## src/rtl/rxfmt_pkg.sv

```systemverilog
package rxfmt_pkg;

    // Format latched at each accepted code group.
    typedef struct packed {
        logic ddr;   // 1: 5-bit double-data-rate bus
        logic half;  // 1: paired half-rate byte clocks
    } fmt_t;

    localparam fmt_t FMT_RESET = '{ddr: 1'b0, half: 1'b1};

endpackage

```

## src/rtl/rxfmt_seq.sv

```systemverilog
module rxfmt_seq
    import rxfmt_pkg::*;
#(
    parameter int GRP_W    = 10,
    parameter int BYTE_CYC = 4,
    localparam int PW      = (BYTE_CYC > 2) ? $clog2(BYTE_CYC) : 1
) (
    input  logic             clk,
    input  logic             rst_n,
    input  logic             grp_strobe,
    input  logic [GRP_W-1:0] grp_data,
    input  logic             ddr_sel,
    input  logic             clk_mode,
    output logic [PW-1:0]    phase,
    output logic [GRP_W-1:0] grp,
    output fmt_t             fmt,
    output logic             par,
    output logic             live
);

    localparam logic [PW-1:0] LAST = PW'(BYTE_CYC - 1);

    typedef struct packed {
        logic [PW-1:0]    phase;
        logic [GRP_W-1:0] grp;
        fmt_t             fmt;
        logic             par;
        logic             live;
    } seq_t;

    seq_t st_d, st_q;

    always_comb begin
        st_d = st_q;
        if (grp_strobe) begin
            st_d.phase    = '0;
            st_d.grp      = grp_data;
            st_d.fmt.ddr  = ddr_sel;
            st_d.fmt.half = ~ddr_sel & ~clk_mode;
            st_d.par      = ~st_q.par;
            st_d.live     = 1'b1;
        end else if (st_q.phase != LAST) begin
            st_d.phase = st_q.phase + 1'b1;
        end
    end

    always_ff @(posedge clk) begin
        if (!rst_n) begin
            st_q.phase <= LAST;
            st_q.grp   <= '0;
            st_q.fmt   <= FMT_RESET;
            st_q.par   <= 1'b0;
            st_q.live  <= 1'b0;
        end else begin
            st_q <= st_d;
        end
    end

    assign phase = st_q.phase;
    assign grp   = st_q.grp;
    assign fmt   = st_q.fmt;
    assign par   = st_q.par;
    assign live  = st_q.live;

    // Format only moves at a group boundary.
    assert_mode_hold_R7: assert property (@(posedge clk) disable iff (!rst_n)
        !grp_strobe |=> $stable(fmt));

endmodule

```

## src/rtl/rxfmt_clkgen.sv

```systemverilog
module rxfmt_clkgen
    import rxfmt_pkg::*;
#(
    parameter int BYTE_CYC = 4,
    localparam int PW      = (BYTE_CYC > 2) ? $clog2(BYTE_CYC) : 1
) (
    input  logic          clk,
    input  logic          rst_n,
    input  logic [PW-1:0] phase,
    input  fmt_t          fmt,
    input  logic          par,
    input  logic          live,
    output logic          bclk_a,
    output logic          bclk_b
);

    localparam logic [PW-1:0] HALF_P = PW'(BYTE_CYC / 2);

    typedef struct packed {
        logic a;
        logic b;
    } ck_t;

    ck_t ck_d, ck_q;

    always_comb begin
        ck_d = '0;
        if (live) begin
            if (fmt.half) begin
                ck_d.a = par;
                ck_d.b = ~par;
            end else begin
                ck_d.a = (phase < HALF_P);
                ck_d.b = 1'b0;
            end
        end
    end

    always_ff @(posedge clk) begin
        if (!rst_n) begin
            ck_q <= '0;
        end else begin
            ck_q <= ck_d;
        end
    end

    assign bclk_a = ck_q.a;
    assign bclk_b = ck_q.b;

    // Second clock is quiet under full-rate clocking.
    assert_b_quiet_R4: assert property (@(posedge clk) disable iff (!rst_n)
        !fmt.half |=> !bclk_b);

    // Half-rate clocks are opposite in phase once running.
    assert_half_comp_R6: assert property (@(posedge clk) disable iff (!rst_n)
        (fmt.half && live) |=> (bclk_a != bclk_b));

endmodule

```

## src/rtl/rxfmt_datamux.sv

```systemverilog
module rxfmt_datamux
    import rxfmt_pkg::*;
#(
    parameter int GRP_W    = 10,
    parameter int BYTE_CYC = 4,
    localparam int PW      = (BYTE_CYC > 2) ? $clog2(BYTE_CYC) : 1,
    localparam int NIB_W   = GRP_W / 2
) (
    input  logic             clk,
    input  logic             rst_n,
    input  logic [PW-1:0]    phase,
    input  logic [GRP_W-1:0] grp,
    input  fmt_t             fmt,
    output logic [GRP_W-1:0] rx_data
);

    localparam logic [PW-1:0] HALF_P = PW'(BYTE_CYC / 2);

    logic [GRP_W-1:0] dat_d, dat_q;

    always_comb begin
        dat_d = grp;
        if (fmt.ddr) begin
            dat_d = '0;
            if (phase < HALF_P) begin
                dat_d[NIB_W-1:0] = grp[NIB_W-1:0];
            end else begin
                dat_d[NIB_W-1:0] = grp[GRP_W-1:NIB_W];
            end
        end
    end

    always_ff @(posedge clk) begin
        if (!rst_n) begin
            dat_q <= '0;
        end else begin
            dat_q <= dat_d;
        end
    end

    assign rx_data = dat_q;

    // Upper lanes idle on the reduced bus.
    assert_ddr_upper_R3: assert property (@(posedge clk) disable iff (!rst_n)
        fmt.ddr |=> (rx_data[GRP_W-1:NIB_W] == '0));

endmodule

```

## src/rtl/rx_out_fmt.sv

```systemverilog
module rx_out_fmt
    import rxfmt_pkg::*;
#(
    parameter int GRP_W    = 10,
    parameter int BYTE_CYC = 4
) (
    input  logic             clk,
    input  logic             rst_n,
    input  logic             grp_strobe,
    input  logic [GRP_W-1:0] grp_data,
    input  logic             ddr_sel,
    input  logic             clk_mode,
    output logic [GRP_W-1:0] rx_data,
    output logic             bclk_a,
    output logic             bclk_b
);

    localparam int PW = (BYTE_CYC > 2) ? $clog2(BYTE_CYC) : 1;

    logic [PW-1:0]    phase;
    logic [GRP_W-1:0] grp;
    fmt_t             fmt;
    logic             par;
    logic             live;

    rxfmt_seq #(.GRP_W(GRP_W), .BYTE_CYC(BYTE_CYC)) seq_i (
        .clk        (clk),
        .rst_n      (rst_n),
        .grp_strobe (grp_strobe),
        .grp_data   (grp_data),
        .ddr_sel    (ddr_sel),
        .clk_mode   (clk_mode),
        .phase      (phase),
        .grp        (grp),
        .fmt        (fmt),
        .par        (par),
        .live       (live)
    );

    rxfmt_clkgen #(.BYTE_CYC(BYTE_CYC)) clkgen_i (
        .clk    (clk),
        .rst_n  (rst_n),
        .phase  (phase),
        .fmt    (fmt),
        .par    (par),
        .live   (live),
        .bclk_a (bclk_a),
        .bclk_b (bclk_b)
    );

    rxfmt_datamux #(.GRP_W(GRP_W), .BYTE_CYC(BYTE_CYC)) datamux_i (
        .clk     (clk),
        .rst_n   (rst_n),
        .phase   (phase),
        .grp     (grp),
        .fmt     (fmt),
        .rx_data (rx_data)
    );

endmodule

```

## config.mk

```make
export PLATFORM = sky130hd
export DESIGN_NAME = rx_out_fmt
export DESIGN_NICKNAME = d
export VERILOG_FILES = /design/src/rtl/rxfmt_pkg.sv /design/src/rtl/rxfmt_seq.sv /design/src/rtl/rxfmt_clkgen.sv /design/src/rtl/rxfmt_datamux.sv /design/src/rtl/rx_out_fmt.sv
export SDC_FILE = /design/constraint.sdc
export NUM_CORES = 1
export LEC_CHECK = 0
export ABC_AREA = 1
export BUFFER_PORTS_ARGS = -buffer_cell sky130_fd_sc_hd__buf_4
export CORE_MARGIN = 5
export CORE_UTILIZATION = 35
export CTS_CLUSTER_SIZE = 10
export DETAILED_ROUTE_END_ITERATION = 10
export HOLD_SLACK_MARGIN = 0.12
export PLACE_DENSITY = 0.57
export SETUP_SLACK_MARGIN = 0.05
export SLEW_MARGIN = 15
export SYNTH_ARGS = -nofsm -noshare
export SYNTH_HDL_FRONTEND = slang
export SYNTH_HIERARCHICAL = 1
export SYNTH_SLANG_ARGS = --single-unit
```

## constraint.sdc

```tcl
create_clock -name clk -period 1.4 [get_ports clk]
set_clock_uncertainty 0.15 [all_clocks]
set_input_delay 0.14 -clock clk [delete_from_list [all_inputs] [get_ports clk]]
set_output_delay 0.14 -clock clk [all_outputs]
set_load 0.005 [all_outputs]
```

* Word level (Yosys, flattened, before mapping) *
Index checks and enable logic that the tools add are counted.

storage, ports and cells
  register bits = 28
  output and inout port bits = 12
  bits of input ports = 15
  word-level logic and storage cells = 27

cells by class
  reduce and logical (&&, ||, !) cells = 4
  bitwise logic cells = 5
  add/sub/neg operators = 1
  multiplexer cells = 5
  magnitude comparators = 1
  eq/ne operators = 1

operator list
  operator                                                        number
  5-bit two-way mux                                               2
  2-bit two-way mux                                               3
  1-bit inverter                                                  4
  3-bit AND reduction                                             1
  2-bit by 1-bit adder with 2-bit output (second input constant)  1
  2-bit < comparator (second input constant)                      1
  2-bit != test (second input constant)                           1
  2-bit AND reduction                                             1
  2-bit nonzero test                                              1
  2-bit OR reduction                                              1
  1-bit AND                                                       1

* Depth between registers and ports, before layout *
  depth in word-level cells = 3
  mapped depth = 4
  depth with buffers taken out = 4

* Hierarchy *
The synthesis kept the hierarchy.

modules (own cells, without submodules)
  module         instances  cells an instance  area an instance (sq um)
  rxfmt_seq      1          73                 583.1
  rxfmt_datamux  1          48                 350.3
  rxfmt_clkgen   1          11                 76.3

* Least setup slack after synthesis *
OpenSTA, ideal clock, no wires.

  path kind = register -> register
  from = register seq_i/phase[1] (netlist name)
  to = register seq_i/phase[1] (netlist name)
  required time = 1,130 ps
  library setup time = 120 ps
  path slack = 398 ps
  arrival = 732 ps
  cell stages (with the launch flop) = 4
  cell sequence = dfxtp_1 ha_1 nand2_1 nand3_1

on the way
  word-level cells in the longest chain between the ends = 3
  elaborated cells between the ends (all ways) = 5
  classes of those cells = add/sub (1); eq/ne (1); mux (2); reduce/logical (1)

RTL lines
  what                                    RTL line         text
  2-bit by 1-bit adder with 2-bit output  rxfmt_seq.sv:43  st_d.phase = st_q.phase + 1'b1;
  2-bit two-way mux                       rxfmt_seq.sv:42  end else if (st_q.phase != LAST) begin
  2-bit two-way mux                       rxfmt_seq.sv:35  if (grp_strobe) begin

Parallel ways exist; a longest one is shown, timed or not. The select of a mux whose other input is x is not followed.
A chain may end at the register's enable or synchronous reset.

* Worst setup path after layout *
  from = input grp_strobe
  to = register seq_i/phase[1] (netlist name)

on the way
  word-level cells in the longest chain between the ends = 1
  elaborated cells between the ends (all ways) = 2
  classes of those cells = mux (1); reduce/logical (1)

RTL lines
  what                                                            RTL line         text
  start: declaration                                              rx_out_fmt.sv:9  input logic grp_strobe,
  2-bit two-way mux / 2-bit nonzero test (equally long branches)  -

Parallel ways exist; a longest one is shown, timed or not.

==> metrics.md <==
| Metric | Value |
|---|---|
| Status | `finished clean` |
| Die area | `4059 um2` |
| Layout Cells excl Fill | `203` |
| FF-to-FF setup slack | `0.29 ns` |
| Drt initial violations | `25` |
| DR WL/cell | `9.714 um` |
| Fin crit share | `0.8488` |
| Worst Hold Class | `reg -> reg` |
| P_leak | `0.0006942 uW` |
| Clk Latency, worst-skew pair | `0.31 ns` |
| Share of cells above drive strength 1 | `0.1919` |
| Number of diodes | `0` |
| Tot Pwr | `1409 uW` |
| #FFs+latches synth | `28` |
| Mux contribution to synthesized area | `0` |
| Nets@finish | `190` |
| Via count | `860` |
| Clock transition at path regs | `0.13 ns` |
| Via density | `4.236` |
| Final hold viol count | `0` |
| GRT overflow | `0` |
| DP HPWL | `1366 um` |
| Peak VDD IR | `0.0005329 V` |
| Synth Area in Simple Gates | `0.2813` |
| CP required | `1.51 ns` |
| Commonest non-fill, non-tap cell in the layout | `nor2_1` |
| Cells after DPL | `186` |
| First-pass GRT wire length | `3505 um` |
| Crit path kind | `in -> reg` |
| Final GP Congestion | `0.7245` |
| Final setup viols | `0` |
| FMAX | `841.5 MHz` |
| Pre-antenna DRT Iters | `4` |
| Input/output buffers | `26` |
| PwrDens | `1023 nW/um2` |
| # Post-CTS Setup Buffers | `0` |
| Routed WL | `1972 um` |
| Slew @ Worst Pin | `0.2568 ns` |
| Tot GR Track Use | `0.1054` |
| Max FO, Critical Path | `17` |
| Top Ports | `27` |
| RSZ-0062 raised after global routing | `false` |
| Pin count of the biggest net entering global routing | `23` |
| Routed Antenna Nets | `0` |
| Startpoint Class | `input port` |
| Slew HR | `0.8286` |
| Clk root buf | `clkbuf_4` |
| Vias in the first global route | `818` |
| Crit end category | `register` |
| H-Tree Depth | `1` |
| Largest family of logic cells by synthesized area | `simple AND/OR/NAND/NOR gates` |
| Area growth syn-to-layout | `36.43%` |
| Num CTS Buffers | `3` |
| Adder-cell share of the synthesized area | `0.01239` |
| Slew Limit Fails | `0` |
| Antenna violations before repair | `0` |
| Rows | `19` |
| Initial Utilization | `0.3662` |
| Cell variety after synth | `13` |
| CTS tree | `yes` |
| Die H | `63.71 um` |
| DRC | `0` |
| Clk sinks | `28` |
| Most frequent cells in the layout | `44 x nor2_1, 28 x dfxtp_1, 26 x buf_4` |
| Post-layout min period | `1.188 ns` |
| Setup_tns | `0 ns` |
| Max_cap viols | `0` |
| CTS resizes | `0` |
| Syn_area_per_cell | `7.649 um2` |
| Xor/xnor share of the synthesized area | `0` |
| Netlist Area Pre-Place | `1010 um2` |
| Syn Nets | `148` |
| Core Region | `2758 um2` |
| Compound-Gate Fraction of Synth Area | `0.05948` |
| Register area share after synthesis | `0.5551` |
| Horiz. Die Dim | `63.71 um` |
| CP arrival | `1.30 ns` |
| YS warnings | `6` |
| CTS max path bufs | `2` |
| Post-Synthesis Cells | `132` |
synth_stat cells:
library cell	instances	area, um2
o21ai_0	11	55.05
a21oi_1	1	5.000
dfxtp_1	28	560.5
buf_4	2	15.01
nor2_1	44	165.2
nand2_4	1	11.26
nand3_1	4	20.02
nand2_1	20	75.07
ha_1	1	12.51
inv_1	16	60.06
inv_2	1	3.750
clkbuf_8	1	13.76
nor2_2	2	12.51
layout make-up:
| cell class | count | area (um2) |
|---|---|---|
| clock buffer | 3 | 22.52 |
| tap | 31 | 38.79 |
| multi-input combinational | 84 | 356.6 |
| fill | 289 | 1380 |
| inverter | 17 | 63.81 |
| timing repair buffer | 40 | 335.3 |
| sequential | 28 | 560.5 |
critical path: stages:
cell and delay [ns]:
dlygate4sd3_1 0.53, buf_4 0.19, inv_2 0.22, nand3_1 0.12, nand3_1 0.09
layer usage:
layer  track usage  vias up  wire, um
li1              -      476         -
met1        0.1286      366       896
met2        0.1751       16       936
met3       0.03020        2       125
met4       0.03896        0        13
met5             0        -         0
per-stage QoR:
stage	hold slack (ns)	instance area [um2]	setup slack (ns)	util
floorplan	0.1104	1010	0.3979	-
global placement	0.2133	1215	0.3757	0.4406
detailed placement	0.2203	1215	0.3106	0.4406
CTS	0.3085	1378	0.2107	0.4995
global route	0.3288	1378	0.1468	0.4995
finish	0.3048	1378	0.2116	0.4995
state kept, by name (all words and copies together) (netlist names):
name and count:
seq_i/fmt 2, seq_i/phase 2, clkgen_i/bclk_a 1, datamux_i/rx_data 10, seq_i/par 1, seq_i/grp 10, clkgen_i/bclk_b 1, seq_i/live 1
report_power, final:
part           switching [uW]  total (uW)  internal, uW
clock                     209         309           100
sequential               30.7         883           852
combinational            99.9         216           116
total                     340        1410          1070
cell families (layout without fill, tap and decap cells):
logic type / after synthesis / after routing
simple gates: 71 / 71
buf+inv: 20 / 60
fa+ha+maj: 1 / 1
compound gates: 12 / 12
flops: 28 / 28
final timing paths:
kind,from,end,cells after the start
setup reg to reg,seq_i/phase[1]$_SDFFE_PN1P_,seq_i/phase[0]$_SDFFE_PN1P_,4
hold / removal,seq_i/grp[7]$_SDFFE_PN0P_,datamux_i/rx_data[7]$_SDFF_PP0_,2
setup / recovery,grp_strobe,seq_i/phase[1]$_SDFFE_PN1P_,5
hold reg to reg,seq_i/grp[7]$_SDFFE_PN0P_,datamux_i/rx_data[7]$_SDFF_PP0_,2
timing repair:
action                                  in CTS  in global routing
endpoints found under the hold margin       28                  0
endpoints found under the setup margin       0                  0
hold buffers                                14                  0
Power figures use the tool's default switching activity.
